**config.mk**
```make
export PLATFORM = sky130hd
export DESIGN_NAME = rtc_alarm_matcher
export DESIGN_NICKNAME = d
export VERILOG_FILES = /design/src/rtl/rtc_alm_pkg.sv /design/src/rtl/rtc_alm_field_dec.sv /design/src/rtl/rtc_alm_cmp.sv /design/src/rtl/rtc_alm_flags.sv /design/src/rtl/rtc_alarm_matcher.sv
export SDC_FILE = /design/constraint.sdc
export NUM_CORES = 1
export LEC_CHECK = 0
export BUFFER_PORTS_ARGS = -buffer_cell sky130_fd_sc_hd__buf_2
export CELL_PAD_IN_SITES_DETAIL_PLACEMENT = 0
export CELL_PAD_IN_SITES_GLOBAL_PLACEMENT = 1
export CORE_ASPECT_RATIO = 1.75
export CORE_MARGIN = 1
export CORE_UTILIZATION = 45
export CTS_BUF_LIST = sky130_fd_sc_hd__clkbuf_8
export DETAILED_ROUTE_END_ITERATION = 16
export PLACE_DENSITY = 0.91
export SYNTH_ARGS = -nofsm -noshare
export SYNTH_HDL_FRONTEND = slang
export SYNTH_HIERARCHICAL = 1
export SYNTH_SLANG_ARGS = --single-unit
```
**constraint.sdc**
```tcl
create_clock -name clk -period 8.7 [get_ports clk]
set_input_delay 0 -clock clk [delete_from_list [all_inputs] [get_ports clk]]
set_output_delay 0 -clock clk [all_outputs]
set_load 0.02 [all_outputs]
```
**src/rtl/rtc_alm_pkg.sv**
```systemverilog
package rtc_alm_pkg;
    localparam int BYTE_W = 8;
    localparam int VAL_W  = 7;
    localparam int N_FLD  = 3;
    localparam int HOUR_IDX = 2;

    typedef struct packed {
        logic uf;
        logic af;
        logic irqf;
    } flag_t;

    typedef struct packed {
        flag_t flags;
    } flag_state_t;
endpackage

```
**src/rtl/rtc_alm_field_dec.sv**
```systemverilog
module rtc_alm_field_dec
    import rtc_alm_pkg::*;
#(
    parameter bit IS_HOUR = 1'b0
) (
    input  logic [BYTE_W-1:0] raw_i,
    input  logic              bin_mode_i,
    input  logic              h24_mode_i,
    output logic [VAL_W-1:0]  val_o,
    output logic              wild_o
);
    logic [VAL_W-1:0] base_val;

    always_comb begin
        if (bin_mode_i)
            base_val = raw_i[VAL_W-1:0];
        else
            base_val = VAL_W'(raw_i[6:4]) * VAL_W'(10) + VAL_W'(raw_i[3:0]);
    end

    assign wild_o = (raw_i[7:6] == 2'b11);

    generate
        if (IS_HOUR) begin : g_hour
            logic pm;
            assign pm = !h24_mode_i && raw_i[7];
            always_comb begin
                if (h24_mode_i)
                    val_o = base_val;
                else if (base_val == VAL_W'(12))
                    val_o = pm ? VAL_W'(12) : VAL_W'(0);
                else if (pm)
                    val_o = base_val + VAL_W'(12);
                else
                    val_o = base_val;
            end
        end else begin : g_plain
            assign val_o = base_val;
        end
    endgenerate
endmodule

```
**src/rtl/rtc_alm_cmp.sv**
```systemverilog
module rtc_alm_cmp
    import rtc_alm_pkg::*;
(
    input  logic [N_FLD-1:0][BYTE_W-1:0] cur_i,
    input  logic [N_FLD-1:0][BYTE_W-1:0] alm_i,
    input  logic                         bin_mode_i,
    input  logic                         h24_mode_i,
    output logic                         match_o
);
    logic [N_FLD-1:0] fld_hit;

    generate
        for (genvar i = 0; i < N_FLD; i++) begin : g_fld
            logic [VAL_W-1:0] cur_v, alm_v;
            logic             cur_w, alm_w;
            rtc_alm_field_dec #(.IS_HOUR(i == HOUR_IDX)) u_cur (
                .raw_i(cur_i[i]), .bin_mode_i(bin_mode_i), .h24_mode_i(h24_mode_i),
                .val_o(cur_v), .wild_o(cur_w)
            );
            rtc_alm_field_dec #(.IS_HOUR(i == HOUR_IDX)) u_alm (
                .raw_i(alm_i[i]), .bin_mode_i(bin_mode_i), .h24_mode_i(h24_mode_i),
                .val_o(alm_v), .wild_o(alm_w)
            );
            logic unused_cur_w;
            assign unused_cur_w = cur_w;
            assign fld_hit[i] = alm_w || (cur_v == alm_v);
        end
    endgenerate

    assign match_o = &fld_hit;
endmodule

```
**src/rtl/rtc_alm_flags.sv**
```systemverilog
module rtc_alm_flags
    import rtc_alm_pkg::*;
(
    input  logic clk,
    input  logic rst_n,
    input  logic upd_stb_i,
    input  logic div_hold_i,
    input  logic match_i,
    input  logic uf_en_i,
    input  logic af_en_i,
    input  logic ack_i,
    output flag_t flags_o
);
    flag_state_t st_d, st_q;

    always_comb begin
        flag_t base;
        logic  new_uf, new_af;
        base   = ack_i ? '0 : st_q.flags;
        st_d   = '{flags: base};
        new_uf = 1'b0;
        new_af = 1'b0;
        if (upd_stb_i && !div_hold_i) begin
            new_uf = !base.uf;
            new_af = match_i && !base.af;
            st_d.flags.uf = 1'b1;
            if (match_i) st_d.flags.af = 1'b1;
            if ((new_uf && uf_en_i) || (new_af && af_en_i))
                st_d.flags.irqf = 1'b1;
        end
    end

    always_ff @(posedge clk) begin
        if (!rst_n) st_q <= '0;
        else        st_q <= st_d;
    end

    assign flags_o = st_q.flags;


    flag_hold_chk: assert property (@(posedge clk) disable iff (!rst_n)
        (!upd_stb_i && !ack_i) |=> $stable(st_q.flags));


    div_hold_chk: assert property (@(posedge clk) disable iff (!rst_n)
        (div_hold_i && !ack_i) |=> $stable(st_q.flags));


    ack_clear_chk: assert property (@(posedge clk) disable iff (!rst_n)
        (ack_i && !upd_stb_i) |=> (st_q.flags == '0));


    irq_cause_chk: assert property (@(posedge clk) disable iff (!rst_n)
        $rose(st_q.flags.irqf) |-> ($past(upd_stb_i) && ($past(uf_en_i) || $past(af_en_i))));


    af_needs_uf_chk: assert property (@(posedge clk) disable iff (!rst_n)
        st_q.flags.af |-> st_q.flags.uf);
endmodule

```
**src/rtl/rtc_alarm_matcher.sv**
```systemverilog
module rtc_alarm_matcher
    import rtc_alm_pkg::*;
(
    input  logic       clk,
    input  logic       rst_n,
    input  logic       upd_stb,
    input  logic       div_hold,
    input  logic       bin_mode,
    input  logic       h24_mode,
    input  logic       uf_en,
    input  logic       af_en,
    input  logic       flag_ack,
    input  logic [7:0] cur_sec,
    input  logic [7:0] cur_min,
    input  logic [7:0] cur_hour,
    input  logic [7:0] alm_sec,
    input  logic [7:0] alm_min,
    input  logic [7:0] alm_hour,
    output logic       uf,
    output logic       af,
    output logic       irq_flag
);
    logic [N_FLD-1:0][BYTE_W-1:0] cur_bus, alm_bus;
    logic  match;
    flag_t flags;

    assign cur_bus = {cur_hour, cur_min, cur_sec};
    assign alm_bus = {alm_hour, alm_min, alm_sec};

    rtc_alm_cmp u_cmp (
        .cur_i(cur_bus), .alm_i(alm_bus),
        .bin_mode_i(bin_mode), .h24_mode_i(h24_mode),
        .match_o(match)
    );

    rtc_alm_flags u_flags (
        .clk(clk), .rst_n(rst_n), .upd_stb_i(upd_stb), .div_hold_i(div_hold),
        .match_i(match), .uf_en_i(uf_en), .af_en_i(af_en), .ack_i(flag_ack),
        .flags_o(flags)
    );

    assign uf       = flags.uf;
    assign af       = flags.af;
    assign irq_flag = flags.irqf;
endmodule

```
# [After elaboration in Yosys (flattened, before gate mapping)]
# Cells that the tools add are included.
[classes] addsub=8 n_mul=6 n_eq_ne=8 n_mux=18 reduce_logical=15
[op_table] cell="$mux W7" count=12
[op_table] cell="$add A7 B4 Y7" count=6
[op_table] cell="$mul A3 B3 Y6 const B" count=6
[op_table] cell="$eq A7 B7 Y1" count=3
[op_table] cell="$add A7 B4 Y7 const B" count=2
[op_table] cell="$eq A7 B4 Y1 const B" count=2
[op_table] cell="$mux W4" count=2
[op_table] cell="$eq A2 B2 Y1 const B" count=3
[op_table] cell="$logic_and A1 B1 Y1" count=6
[op_table] cell="$mux W3" count=2
[op_table] cell="$logic_not A1 Y1" count=4
[op_table] cell="$logic_or A1 B1 Y1" count=4
[op_table] cell="$reduce_and A3 Y1" count=1
[op_table] cell="$mux W1" count=2
[totals] ff_bits=3 input_bits=57 out_inout_bits=3

# [Logic depth before layout (Yosys ltp)]
# Gate-level depths: netlist of the first run.
[logic_depth] word_depth=15 ltp_mapped=15 depth_no_buf=15

# [Hierarchy]
# The synthesis of the first run kept the hierarchy.
[by_module_without_submodules] mod="rtc_alm_field_dec (u_cmp.g_fld[0].u_alm ...)" instances=4 cells_per_inst=38 area_per_inst_um2=319.1
[by_module_without_submodules] mod="rtc_alm_field_dec (u_cmp.g_fld[2].u_cur)" instances=1 cells_per_inst=62 area_per_inst_um2=519.2
[by_module_without_submodules] mod="rtc_alm_field_dec (u_cmp.g_fld[2].u_alm)" instances=1 cells_per_inst=62 area_per_inst_um2=462.9
[by_module_without_submodules] mod="rtc_alm_cmp" instances=1 cells_per_inst=28 area_per_inst_um2=234.0
[by_module_without_submodules] mod="rtc_alm_flags" instances=1 cells_per_inst=15 area_per_inst_um2=131.4

# [Least setup slack after synthesis of the first run]
# OpenSTA, ideal clock, no wires.
[synth_path] path_kind="input-to-reg" start="input alm_hour[1]" end="register u_flags.st_q, in the netlist u_flags/flags_o[0]" setup_ns=0.070 arrival_ns=3.075 required_time_ns=8.630 setup_slack_ns=5.555 cell_stages=15 cell_sequence="ha_1 > fa_1 > xnor2_1 > o21ai_0 > ha_1 > or3b_4 > nor4_4 > nor2_1 > a211oi_2 > xor2_1 > nor4_1 > a41oi_1 > nor3_1 > a31oi_1 > a21oi_1"
[synth_via] elab_chain_len=14
[synth_lines] item="start, declared" line="rtc_alarm_matcher.sv:18" text="input logic [7:0] alm_hour,"
[synth_lines] item="$add A7 B4 Y7" line="rtc_alm_field_dec.sv:18" text="base_val = VAL_W'(raw_i[6:4]) * VAL_W'(10) + VAL_W'(raw_i[3:0]);"
[synth_lines] item="$mux W7 (*)" line="rtc_alm_field_dec.sv:15" text="if (bin_mode_i)"
[synth_lines] item="$add A7 B4 Y7" line="rtc_alm_field_dec.sv:33" text="val_o = base_val + VAL_W'(12);"
[synth_lines] item="$mux W7" line="rtc_alm_field_dec.sv:32" text="else if (pm)"
[synth_lines] item="$mux W7" line="rtc_alm_field_dec.sv:30" text="else if (base_val == VAL_W'(12))"
[synth_lines] item="$mux W7 (*)" line="rtc_alm_field_dec.sv:28" text="if (h24_mode_i)"
[synth_lines] item="named net u_cmp.g_fld[2].alm_v[2]" line="rtc_alm_cmp.sv:14" text="logic [VAL_W-1:0] cur_v, alm_v;"
[synth_lines] item="$eq A7 B7 Y1 (*)" line="rtc_alm_cmp.sv:26" text="assign fld_hit[i] = alm_w || (cur_v == alm_v);"
[synth_lines] item="$logic_or A1 B1 Y1 (*)" line="rtc_alm_cmp.sv:26"
[synth_lines] item="$reduce_and A3 Y1 (*)" line="rtc_alm_cmp.sv:30" text="assign match_o = &fld_hit;"
[synth_lines] item="named net match" line="rtc_alarm_matcher.sv:24" text="logic match;"
[synth_lines] item="$logic_and A1 B1 Y1 (*)" line="rtc_alm_flags.sv:25" text="new_af = match_i && !base.af;"
[synth_lines] item="$logic_and A1 B1 Y1 (*)" line="rtc_alm_flags.sv:28" text="if ((new_uf && uf_en_i) || (new_af && af_en_i))"
[synth_lines] item="$logic_or A1 B1 Y1 (*)" line="rtc_alm_flags.sv:28"
[synth_lines] item="$mux W1 (*)" line="rtc_alm_flags.sv:28"
[synth_lines] item="$mux W3 (*)" line="rtc_alm_flags.sv:23" text="if (upd_stb_i && !div_hold_i) begin"
[synth_lines] item="end signal, assigned" line="rtc_alm_flags.sv:35" text="else st_q <= st_d;"
[synth_lines] item="end, declared" line="rtc_alm_flags.sv:14" text="flag_state_t st_d, st_q;"
# The timed path passes the listed nets; every way through them passes the cells marked *.
# A chain may end at the register's enable or synchronous reset.

# [Worst setup path after layout of the first run]
[layout_path] start="input alm_hour[4]" end="register u_flags.st_q, in the netlist u_flags/flags_o[0]"
[layout_via] elab_chain_len=15
[layout_lines] item="$mul A3 B3 Y6" line="rtc_alm_field_dec.sv:18"
[layout_lines] item="$add A7 B4 Y7" line="rtc_alm_field_dec.sv:18"
[layout_lines] item="$mux W7 (*)" line="rtc_alm_field_dec.sv:15"
[layout_lines] item="$add A7 B4 Y7" line="rtc_alm_field_dec.sv:33"
[layout_lines] item="$mux W7" line="rtc_alm_field_dec.sv:32"
[layout_lines] item="$mux W7" line="rtc_alm_field_dec.sv:30"
[layout_lines] item="$mux W7 (*)" line="rtc_alm_field_dec.sv:28"
[layout_lines] item="named net u_cmp.g_fld[2].alm_v[2]" line="rtc_alm_cmp.sv:14"
[layout_lines] item="$eq A7 B7 Y1 (*)" line="rtc_alm_cmp.sv:26"
[layout_lines] item="$logic_or A1 B1 Y1 (*)" line="rtc_alm_cmp.sv:26"
[layout_lines] item="$reduce_and A3 Y1 (*)" line="rtc_alm_cmp.sv:30"
[layout_lines] item="named net match" line="rtc_alarm_matcher.sv:24"
[layout_lines] item="$logic_and A1 B1 Y1 (*)" line="rtc_alm_flags.sv:25"
[layout_lines] item="$logic_and A1 B1 Y1 (*)" line="rtc_alm_flags.sv:28"
[layout_lines] item="$logic_or A1 B1 Y1 (*)" line="rtc_alm_flags.sv:28"
[layout_lines] item="$mux W1 (*)" line="rtc_alm_flags.sv:28"
[layout_lines] item="$mux W3 (*)" line="rtc_alm_flags.sv:23"
# Marks and branches as above.

==> results.sh, run 1 <==
export IMPL_finalInstanceArea_mm2=0.00293
export IMPL_place_hpwl_um=4650
export IMPL_peakVddDrop_mv=0.0387
export IMPL_cts_resized=0
export IMPL_hold_class="in -> reg"
export IMPL_drtAntennaViolNets=0
export IMPL_ioPinCount=60
export IMPL_switching_share_pct=45.2
export IMPL_drc=0
export IMPL_fillCellCount=608
export IMPL_critPathMaxStageDelay_ns=0.39
export IMPL_vias_per_cell=5.53
export IMPL_routabilityCongestion=0.803
export IMPL_cp_slowest_cell="or3b_4"
export IMPL_clock_latency_ns=0.22
export IMPL_fin_nets=474
export IMPL_hold_violations=0
export IMPL_die_height_um=103
export IMPL_largest_reg_flops=3
export IMPL_yosys_warnings=6
export IMPL_wl_per_cell_um=12.6
export IMPL_initial_core_util_pct=46.6
export IMPL_start_kind="input pin"
export IMPL_rsz0062_at_grt="no"
export IMPL_fin_crit_sh_pct=39.4
export IMPL_grt_overflow=0
export IMPL_cts_tree="done"
export IMPL_area_growth_pct=12.6
export IMPL_seq_power_share_pct=6.3
export IMPL_grt_use_total_pct=19.0
export IMPL_synth_cells=316
export IMPL_diodes=0
export IMPL_intPower_uw=125
export IMPL_cts_sinks=3
export IMPL_skew_ns=0.00397
export IMPL_relSlewSlack_pct=50.3
export IMPL_synth_area_mm2=0.00260
export IMPL_path_class="in -> reg"
export IMPL_leakage_nw=1.37
export IMPL_finalSetupViolations=0
export IMPL_clkTransAtPathRegs_ns=0.03
export IMPL_placed_area_mm2=0.00289
export IMPL_grt_pass1_wl_um=9430
export IMPL_antenna_found_initial=0
export IMPL_min_period_ns=3.43
export IMPL_clk_path_buf_depth=2
export IMPL_fmax_mhz=292
export IMPL_die_width_um=59.5
export IMPL_placement_io_buffers=57
export IMPL_cp_common_cell="ha_1"
export IMPL_crit_chain="buf_2 > ha_1 > ha_1 > xnor2_1 > o21ai_0 > ha_1 > or3b_4 > nor4_4 > nor2_1 > a211oi_2 > xor2_1 > nor4_1 > a41oi_1 > nor3_1 > a31oi_1 > a21oi_1"
export IMPL_pwr_share_comb_pct=75.7
export IMPL_cp_end_kind="flop"
export IMPL_grt_pass1_vias=2361
export IMPL_cts_max_level=1
export IMPL_grt_max_degree=73
export IMPL_dieArea_mm2=0.00611
export IMPL_wl_um=5550
export IMPL_crit_family="simple AND/OR/NAND/NOR gates"
export IMPL_tightest_slew_ns=0.745
export IMPL_required_ns=8.85
export IMPL_cts_inserted_buffers=3
export IMPL_critPathMaxFanout=5
export IMPL_drt_initial_drc_count=69
export IMPL_worst_endpoint_arrival_ns=3.58
export IMPL_drive_gt1_share_pct=26.5
export IMPL_crit_buf_inv=1
export IMPL_clockPowerShare_pct=17.9
export IMPL_rows=36
export IMPL_avgSynthCellArea_um2=8.24
export IMPL_cts_setup_buffers=0
export IMPL_p_switching_uw=103
export IMPL_max_cap_violations=0
export IMPL_synth_fp_nets=423
export IMPL_slew_violations=0
export IMPL_hold_buffers=0
export IMPL_via_count=2446
export IMPL_finalSetupTns_ns=0
export IMPL_p_per_area_mw_per_mm2=77.8
export IMPL_core_mm2=0.00559
export IMPL_dr_pass1_iters=4
export IMPL_root_buffer="clkbuf_8"
export IMPL_status="finished clean"
==> metal layers <==
layer  vias to the layer above  wire length (um)  global-route usage (%)
li1                       1261                 -                       -
met1                      1151              2140                    19.6
met2                        28              3270                    39.8
met3                         6                90                   0.878
met4                         0                56                    3.76
met5                         -                 0                       0
==> cell type report <==
type	instances	area [um^2]	share of cell area, %
multi-input combinational	278	2350	80.2
clock inverter	1	3.75	0.128
inverter	23	86.3	2.94
clock buffer	3	41.3	1.41
tap	76	95.1	3.24
timing repair buffer	58	293	9.98
sequential	3	60.1	2.05
==> worst paths after layout <==
check                      from                  to  slack, ns  cells after the start
max                 alm_hour[4]  u_flags/flags_o[0]       5.27                     16
min                       rst_n  u_flags/flags_o[0]       0.04                      3
max reg2reg  u_flags/flags_o[1]  u_flags/flags_o[0]       7.94                      3
min reg2reg  u_flags/flags_o[1]  u_flags/flags_o[1]       0.50                      2
==> tightest hold or removal path, stage by stage <==
cell,delay (ns)
buf_2,0.11
o21ai_0,0.07
a21oi_1,0.04
==> power by group through the flow <==
stage	sequential (mW)	clock, mW	combinational [mW]
2_1_floorplan	0.0152	0	0.134
3_3_place_gp	0.0146	0	0.170
3_5_place_dp	0.0146	0	0.174
4_1_cts	0.0145	0.0410	0.175
5_1_grt	0.0145	0.0445	0.196
6_report	0.0144	0.0409	0.173
==> stage by stage <==
stage / hold slack, ns / util (%) / total power, mW / setup slack (ns) / instances
6_report: 0.0410 / 52.5 / 0.228 / 5.27 / 442
5_1_grt: 0.0523 / 52.5 / 0.255 / 4.86 / 442
4_1_cts: 0.0361 / 52.5 / 0.230 / 5.21 / 442
3_5_place_dp: 0.251 / 51.7 / 0.188 / 4.98 / 438
3_3_place_gp: 0.257 / 51.7 / 0.184 / 5.03 / 438
2_1_floorplan: 0.134 / - / 0.149 / 5.56 / 316
==> cells in the final DEF, fill, tap and decap left out, types with 3 or more instances in the layout <==
| cell type | instances |
|---|---|
| or2b_2 | 5 |
| buf_2 | 57 |
| and2b_1 | 8 |
| fa_1 | 6 |
| ha_1 | 44 |
| xnor2_1 | 13 |
| a2111o_1 | 4 |
| mux2i_1 | 4 |
| and2_1 | 3 |
| nand2_1 | 20 |
| a221o_1 | 4 |
| o21ai_0 | 16 |
| dfxtp_1 | 3 |
| a21oi_1 | 11 |
| xor2_1 | 18 |
| nor2b_1 | 11 |
| a311oi_1 | 4 |
| nor4_1 | 3 |
| a21oi_2 | 4 |
| a41oi_1 | 3 |
| a22oi_1 | 4 |
| a31oi_1 | 3 |
| nor3b_1 | 3 |
| o211a_1 | 4 |
| nand3_1 | 10 |
| nor3_1 | 5 |
| o211ai_1 | 5 |
| mux2_2 | 7 |
| nand3_2 | 4 |
| inv_1 | 23 |
| clkbuf_8 | 3 |
| nor2_2 | 4 |
| nor2_1 | 14 |
| nand2b_1 | 4 |
No activity file was read; power rests on OpenSTA's default activity.
==> inputs of run 2 (changes only) <==
--- a/config.mk
+++ b/config.mk
@@ -5,15 +5,16 @@
 export SDC_FILE = /design/constraint.sdc
 export NUM_CORES = 1
 export LEC_CHECK = 0
+export ABC_AREA = 1
 export BUFFER_PORTS_ARGS = -buffer_cell sky130_fd_sc_hd__buf_2
 export CELL_PAD_IN_SITES_DETAIL_PLACEMENT = 0
 export CELL_PAD_IN_SITES_GLOBAL_PLACEMENT = 1
 export CORE_ASPECT_RATIO = 1.75
 export CORE_MARGIN = 1
-export CORE_UTILIZATION = 45
+export CORE_UTILIZATION = 35
 export CTS_BUF_LIST = sky130_fd_sc_hd__clkbuf_8
 export DETAILED_ROUTE_END_ITERATION = 16
-export PLACE_DENSITY = 0.91
+export PLACE_DENSITY = 0.83
 export SYNTH_ARGS = -nofsm -noshare
 export SYNTH_HDL_FRONTEND = slang
 export SYNTH_HIERARCHICAL = 1
==> constraint.sdc (replaced) <==
create_clock -name clk -period 2.9 [get_ports clk]
set_input_delay 0 -clock clk [delete_from_list [all_inputs] [get_ports clk]]
set_output_delay 0 -clock clk [all_outputs]
set_load 0.02 [all_outputs]
==> run 2 against run 1 <==
Against the previous run:
- die area up 33%
- sequential power increased to 3.0 times the previous value
- via count grew 20%
- synthesized cell count rose by 53%
- clock power grew to 2.9 times the previous value
- first-iteration DRC count rose by 13%
- sequential share of layout area decreased by 0.18 points
- non-clock buffer count grew 11
- flip-flop and latch count did not move
- register-to-register slack got worse by 5.8 ns
- final cell count grew 43%
==> results.sh, run 2 <==
export IMPL_dp_slack_ns=-0.0138
export IMPL_die_height_um=119
export IMPL_switching_share_pct=49.0
export IMPL_clock_latency_ns=0.22
export IMPL_clockPowerShare_pct=16.1
export IMPL_cp_end_kind="flop"
export IMPL_worst_slack_ns=0.215
export IMPL_drtAntennaViolNets=0
export IMPL_tightest_slew_ns=0.347
export IMPL_yosys_warnings=6
export IMPL_relSlewSlack_pct=76.9
export IMPL_skew_ns=0.000168
export IMPL_leakage_nw=1.94
export IMPL_hold_start="rst_n"
export IMPL_cts_inserted_buffers=3
export IMPL_hold_buffers=0
export IMPL_layout_cells_non_filler=634
export IMPL_grt_overflow=0
export IMPL_drive_gt1_share_pct=19.8
export IMPL_start_kind="input pin"
export IMPL_fin_nets=654
export IMPL_cts_sinks=3
export IMPL_finalSetupTns_ns=0
export IMPL_intPower_uw=376
export IMPL_final_util_pct=42.7
export IMPL_clkTransAtPathRegs_ns=0.03
export IMPL_initial_core_util_pct=36.1
export IMPL_required_ns=3.05
export IMPL_wl_per_cell_um=10.3
export IMPL_rsz0062_at_grt="yes"
export IMPL_critPathMaxFanout=3
export IMPL_place_inst=629
export IMPL_min_period_ns=2.68
export IMPL_grt_pass1_wl_um=10900
export IMPL_max_cap_violations=0
export IMPL_path_class="in -> reg"
export IMPL_seq_power_share_pct=5.9
export IMPL_vias_per_cell=4.64
export IMPL_core_mm2=0.00751
export IMPL_hold_class="in -> reg"
export IMPL_p_switching_uw=361
export IMPL_worst_endpoint_arrival_ns=2.84
export IMPL_synth_cells=484
export IMPL_rr_startpoint="u_flags/flags_o[1]"
export IMPL_synth_fp_nets=591
export IMPL_status="finished clean"
export IMPL_p_per_area_mw_per_mm2=229
export IMPL_grt_pass1_vias=2830
export IMPL_largest_reg_flops=3
export IMPL_cts_tree="done"
export IMPL_wl_um=6510
export IMPL_slew_violations=0
export IMPL_cts_max_level=1
export IMPL_hold_violations=0
export IMPL_fin_crit_sh_pct=92.6
export IMPL_root_buffer="clkbuf_8"
export IMPL_finalSetupViolations=0
export IMPL_synth_area_mm2=0.00272
export IMPL_final_cell_mix="nand2_1 (180), inv_1 (85), buf_2 (57), nand3_1 (42), ha_1 (41)"
export IMPL_layout_commonest_cell="nand2_1"
export IMPL_routabilityCongestion=0.842
export IMPL_dieArea_mm2=0.00813
export IMPL_antenna_found_initial=0
export IMPL_drt_initial_drc_count=78
export IMPL_via_count=2941
export IMPL_clk_path_buf_depth=2
export IMPL_avgSynthCellArea_um2=5.61
export IMPL_fmax_mhz=372
export IMPL_ioPinCount=60
export IMPL_dr_pass1_iters=4
export IMPL_diodes=0
export IMPL_crit_start="cur_hour[4]"
export IMPL_drc=0
export IMPL_peakVddDrop_mv=0.108
export IMPL_area_growth_pct=18.2
export IMPL_place_hpwl_um=5810
export IMPL_die_width_um=68.6
export IMPL_rows=42
export IMPL_pwr_share_comb_pct=78.0
export IMPL_placement_io_buffers=57
export IMPL_grt_use_total_pct=16.9
export IMPL_grt_max_degree=22
## run 2: path summary, 6_finish.rpt
| check | depth (start not counted) | to | slack, ns |
|---|---|---|---|
| worst max-delay path | 25 | u_flags/flags_o[0] | 0.22 |
| worst max register to register | 5 | u_flags/flags_o[0] | 2.14 |
| worst min-delay path | 3 | u_flags/flags_o[0] | 0.04 |
| worst min register to register | 2 | u_flags/flags_o[0] | 0.48 |
## run 2: worst max-delay path, cell delays in order
cell and delay, ns:
buf_2 0.12, ha_1 0.20, fa_1 0.49, inv_1 0.04, o21ai_1 0.17, ha_1 0.17, inv_1 0.04, nor3_2 0.18
nand3_2 0.11, nor2_4 0.13, nand3_1 0.09, nand3_1 0.08, nand2_1 0.06, xor2_1 0.14, nor2_1 0.10, nand2_1 0.05
nor2_1 0.10, nor2_1 0.05, nor2_1 0.12, nand2_1 0.06, inv_1 0.06, nand2_1 0.05, nand2_1 0.05, nand2_1 0.06
a21oi_2 0.10
## run 2: what timing repair did
item,in CTS,in global routing
setup endpoints to repair,0,1
setup buffers,0,1
resized for setup,0,5
## run 2: power by group through the flow
stage               registers, mW  clock network (mW)  logic [mW]
floorplan                  0.0457                   0       0.412
global placement           0.0440                   0       0.561
detailed placement         0.0441                   0       0.571
CTS                        0.0435               0.121       0.573
global route               0.0437               0.123       0.670
finish                     0.0435               0.119       0.575
## run 2: layout make-up
cell class	count	area, um^2
clock buffers	3	41.3
clock inverters	1	3.75
fillers	847	4300
inverters	92	348
multi-input cells	378	2270
flip-flops and latches	3	60.1
well taps	88	110
repair buffers	69	375
## run 2: metal layers
layer  GRT usage, %  part of all wire [%]  vias to the layer above  wire length [um]
met4           4.04                   1.3                        0                84
li1               -                     -                     1615                 -
met1           14.4                    36                     1269              2350
met5              0                     0                        -                 0
met3           1.35                   3.2                        8               210
met2           36.8                    59                       49              3870
## run 2: stage by stage
step | cell area (um^2) | power (mW) | hold slack [ns]
after floorplan | 2720 | 0.458 | 0.157
after global placement | 3130 | 0.605 | 0.260
after detailed placement | 3130 | 0.615 | 0.261
after CTS | 3170 | 0.738 | 0.0418
after global routing | 3210 | 0.836 | 0.0531
final | 3210 | 0.737 | 0.0410
==> inputs of run 3 (changes only) <==
--- a/config.mk
+++ b/config.mk
@@ -14,6 +14,7 @@
 export CORE_UTILIZATION = 35
 export CTS_BUF_LIST = sky130_fd_sc_hd__clkbuf_8
 export DETAILED_ROUTE_END_ITERATION = 16
+export HOLD_SLACK_MARGIN = 0.12
 export PLACE_DENSITY = 0.83
 export SYNTH_ARGS = -nofsm -noshare
 export SYNTH_HDL_FRONTEND = slang
==> run 3 against run 2 <==
Against the previous run:
- die area is the same
- wire length rose by 1.2%
- largest cell class unchanged
- flip-flop and latch count unchanged
- highest routed layer unchanged
- critical path type unchanged
==> results.sh, run 3 (same netlist as run 2, synthesis figures left out) <==
export IMPL_status="finished clean"
export IMPL_skew_ns=0.000456
export IMPL_final_util_pct=43.1
export IMPL_grt_max_degree=22
export IMPL_drc=0
export IMPL_critPathMaxStageDelay_ns=0.49
export IMPL_grt_overflow=0
export IMPL_crit_start="cur_hour[1]"
export IMPL_slew_violations=0
export IMPL_worstSetupEndpoint="u_flags/flags_o[0]"
export IMPL_drt_initial_drc_count=82
export IMPL_fmax_mhz=372
export IMPL_worst_slack_ns=0.214
export IMPL_die_width_um=68.6
export IMPL_cp_end_kind="flop"
export IMPL_drtAntennaViolNets=0
export IMPL_relSlewSlack_pct=76.9
export IMPL_crit_cells=25
export IMPL_rows=42
export IMPL_antenna_found_initial=0
export IMPL_die_height_um=119
export IMPL_cts_inserted_buffers=3
export IMPL_final_cell_mix="nand2_1 (180), inv_1 (85), buf_2 (57), nand3_1 (42), ha_1 (41)"
export IMPL_rr_startpoint="u_flags/flags_o[1]"
export IMPL_routabilityCongestion=0.842
export IMPL_hold_class="in -> reg"
export IMPL_worst_endpoint_arrival_ns=2.84
export IMPL_finalSetupTns_ns=0
export IMPL_placement_io_buffers=57
export IMPL_cp_common_cell="nand2_1"
export IMPL_grt_pass1_wl_um=11000
export IMPL_via_count=2966
export IMPL_clkTransAtPathRegs_ns=0.03
export IMPL_cp_slowest_cell="fa_1"
export IMPL_core_mm2=0.00751
export IMPL_root_buffer="clkbuf_8"
export IMPL_fin_nets=657
export IMPL_cts_sinks=3
export IMPL_crit_buf_inv=4
export IMPL_hold_slack_ns=0.137
export IMPL_r2r_end="u_flags/flags_o[0]"
export IMPL_wl_per_cell_um=10.3
export IMPL_max_cap_violations=0
export IMPL_peakVddDrop_mv=0.108
export IMPL_area_growth_pct=19.3
export IMPL_leakage_nw=1.95
export IMPL_tightest_slew_ns=0.347
export IMPL_critPathMaxFanout=2
export IMPL_path_class="in -> reg"
export IMPL_min_period_ns=2.69
export IMPL_cts_max_level=1
export IMPL_dp_slack_ns=-0.0138
export IMPL_hold_violations=0
export IMPL_place_inst=629
export IMPL_grt_use_total_pct=17.0
export IMPL_cts_tree="done"
export IMPL_reg2reg_slack_ns=2.14
export IMPL_layout_commonest_cell="nand2_1"
export IMPL_dr_pass1_iters=4
export IMPL_start_kind="input pin"
export IMPL_finalSetupViolations=0
export IMPL_layout_cells_non_filler=637
export IMPL_min_path_cells=5
export IMPL_vias_per_cell=4.66
export IMPL_ioPinCount=60
export IMPL_grt_pass1_vias=2840
export IMPL_p_per_area_mw_per_mm2=228
export IMPL_clock_latency_ns=0.22
export IMPL_place_hpwl_um=5810
export IMPL_crit_family="simple AND/OR/NAND/NOR gates"
export IMPL_clk_path_buf_depth=2
export IMPL_diodes=0
export IMPL_dieArea_mm2=0.00813
export IMPL_drive_gt1_share_pct=19.7
export IMPL_reg2reg_depth=5
export IMPL_fin_crit_sh_pct=92.6
export IMPL_initial_core_util_pct=36.1
export IMPL_rsz0062_at_grt="yes"
export IMPL_required_ns=3.05
export IMPL_largest_reg_flops=3
export IMPL_wl_um=6590
==> run 3: stage by stage <==
| stage | total power, mW | area (um^2) |
|---|---|---|
| final | 0.741 | 3240 |
| after global routing | 0.840 | 3240 |
| after CTS | 0.741 | 3200 |
| after detailed placement | 0.615 | 3130 |
| after global placement | 0.605 | 3130 |
| after floorplan | 0.458 | 2720 |
==> run 3: power by group <==
part | switching, mW | leakage, nW | internal, mW
registers | 0.000592 | 0.0245 | 0.0429
clock network | 0.0288 | 0.0269 | 0.0902
logic | 0.333 | 1.90 | 0.245
total | 0.362 | 1.95 | 0.378
==> run 3: worst min path at each step <==
stage / slack (ns) / start / end
6_report: 0.14 / upd_stb / u_flags/flags_o[2]
5_1_grt: 0.17 / upd_stb / u_flags/flags_o[2]
4_1_cts: 0.13 / upd_stb / u_flags/flags_o[2]
3_5_place_dp: 0.26 / rst_n / u_flags/flags_o[0]
3_3_place_gp: 0.26 / rst_n / u_flags/flags_o[0]
2_1_floorplan: 0.16 / rst_n / u_flags/flags_o[0]
==> run 3: repair_timing <==
| action | 4_1_cts | 5_1_grt |
|---|---|---|
| setup buffers | 0 | 1 |
| hold buffers | 3 | 0 |
| endpoints found under the setup margin | 0 | 1 |
| gates resized for setup | 0 | 5 |
| hold endpoints to repair | 3 | 0 |
==> run 3: tightest hold or removal path, cell delays in order <==
cell     delay (ns)
buf_2          0.10
inv_1          0.05
nor2_2         0.05
inv_1          0.04
a21oi_1        0.05
==> run 3: cell type report <==
type | instances | area (um^2)
Clock buffer | 3 | 41.3
Clock inverter | 1 | 3.75
Fill cell | 844 | 4270
Inverter | 92 | 348
Multi-Input combinational cell | 378 | 2270
Sequential cell | 3 | 60.1
Tap cell | 88 | 110
Timing Repair Buffer | 72 | 405
==> run 3: routing by layer <==
layer | up-vias | GRT usage (%) | part of all wire (%)
li1 | 1621 | - | -
met5 | - | 0 | 0
met3 | 8 | 1.35 | 3.2
met2 | 49 | 37.2 | 59
met1 | 1288 | 14.5 | 36
met4 | 0 | 4.04 | 1.3
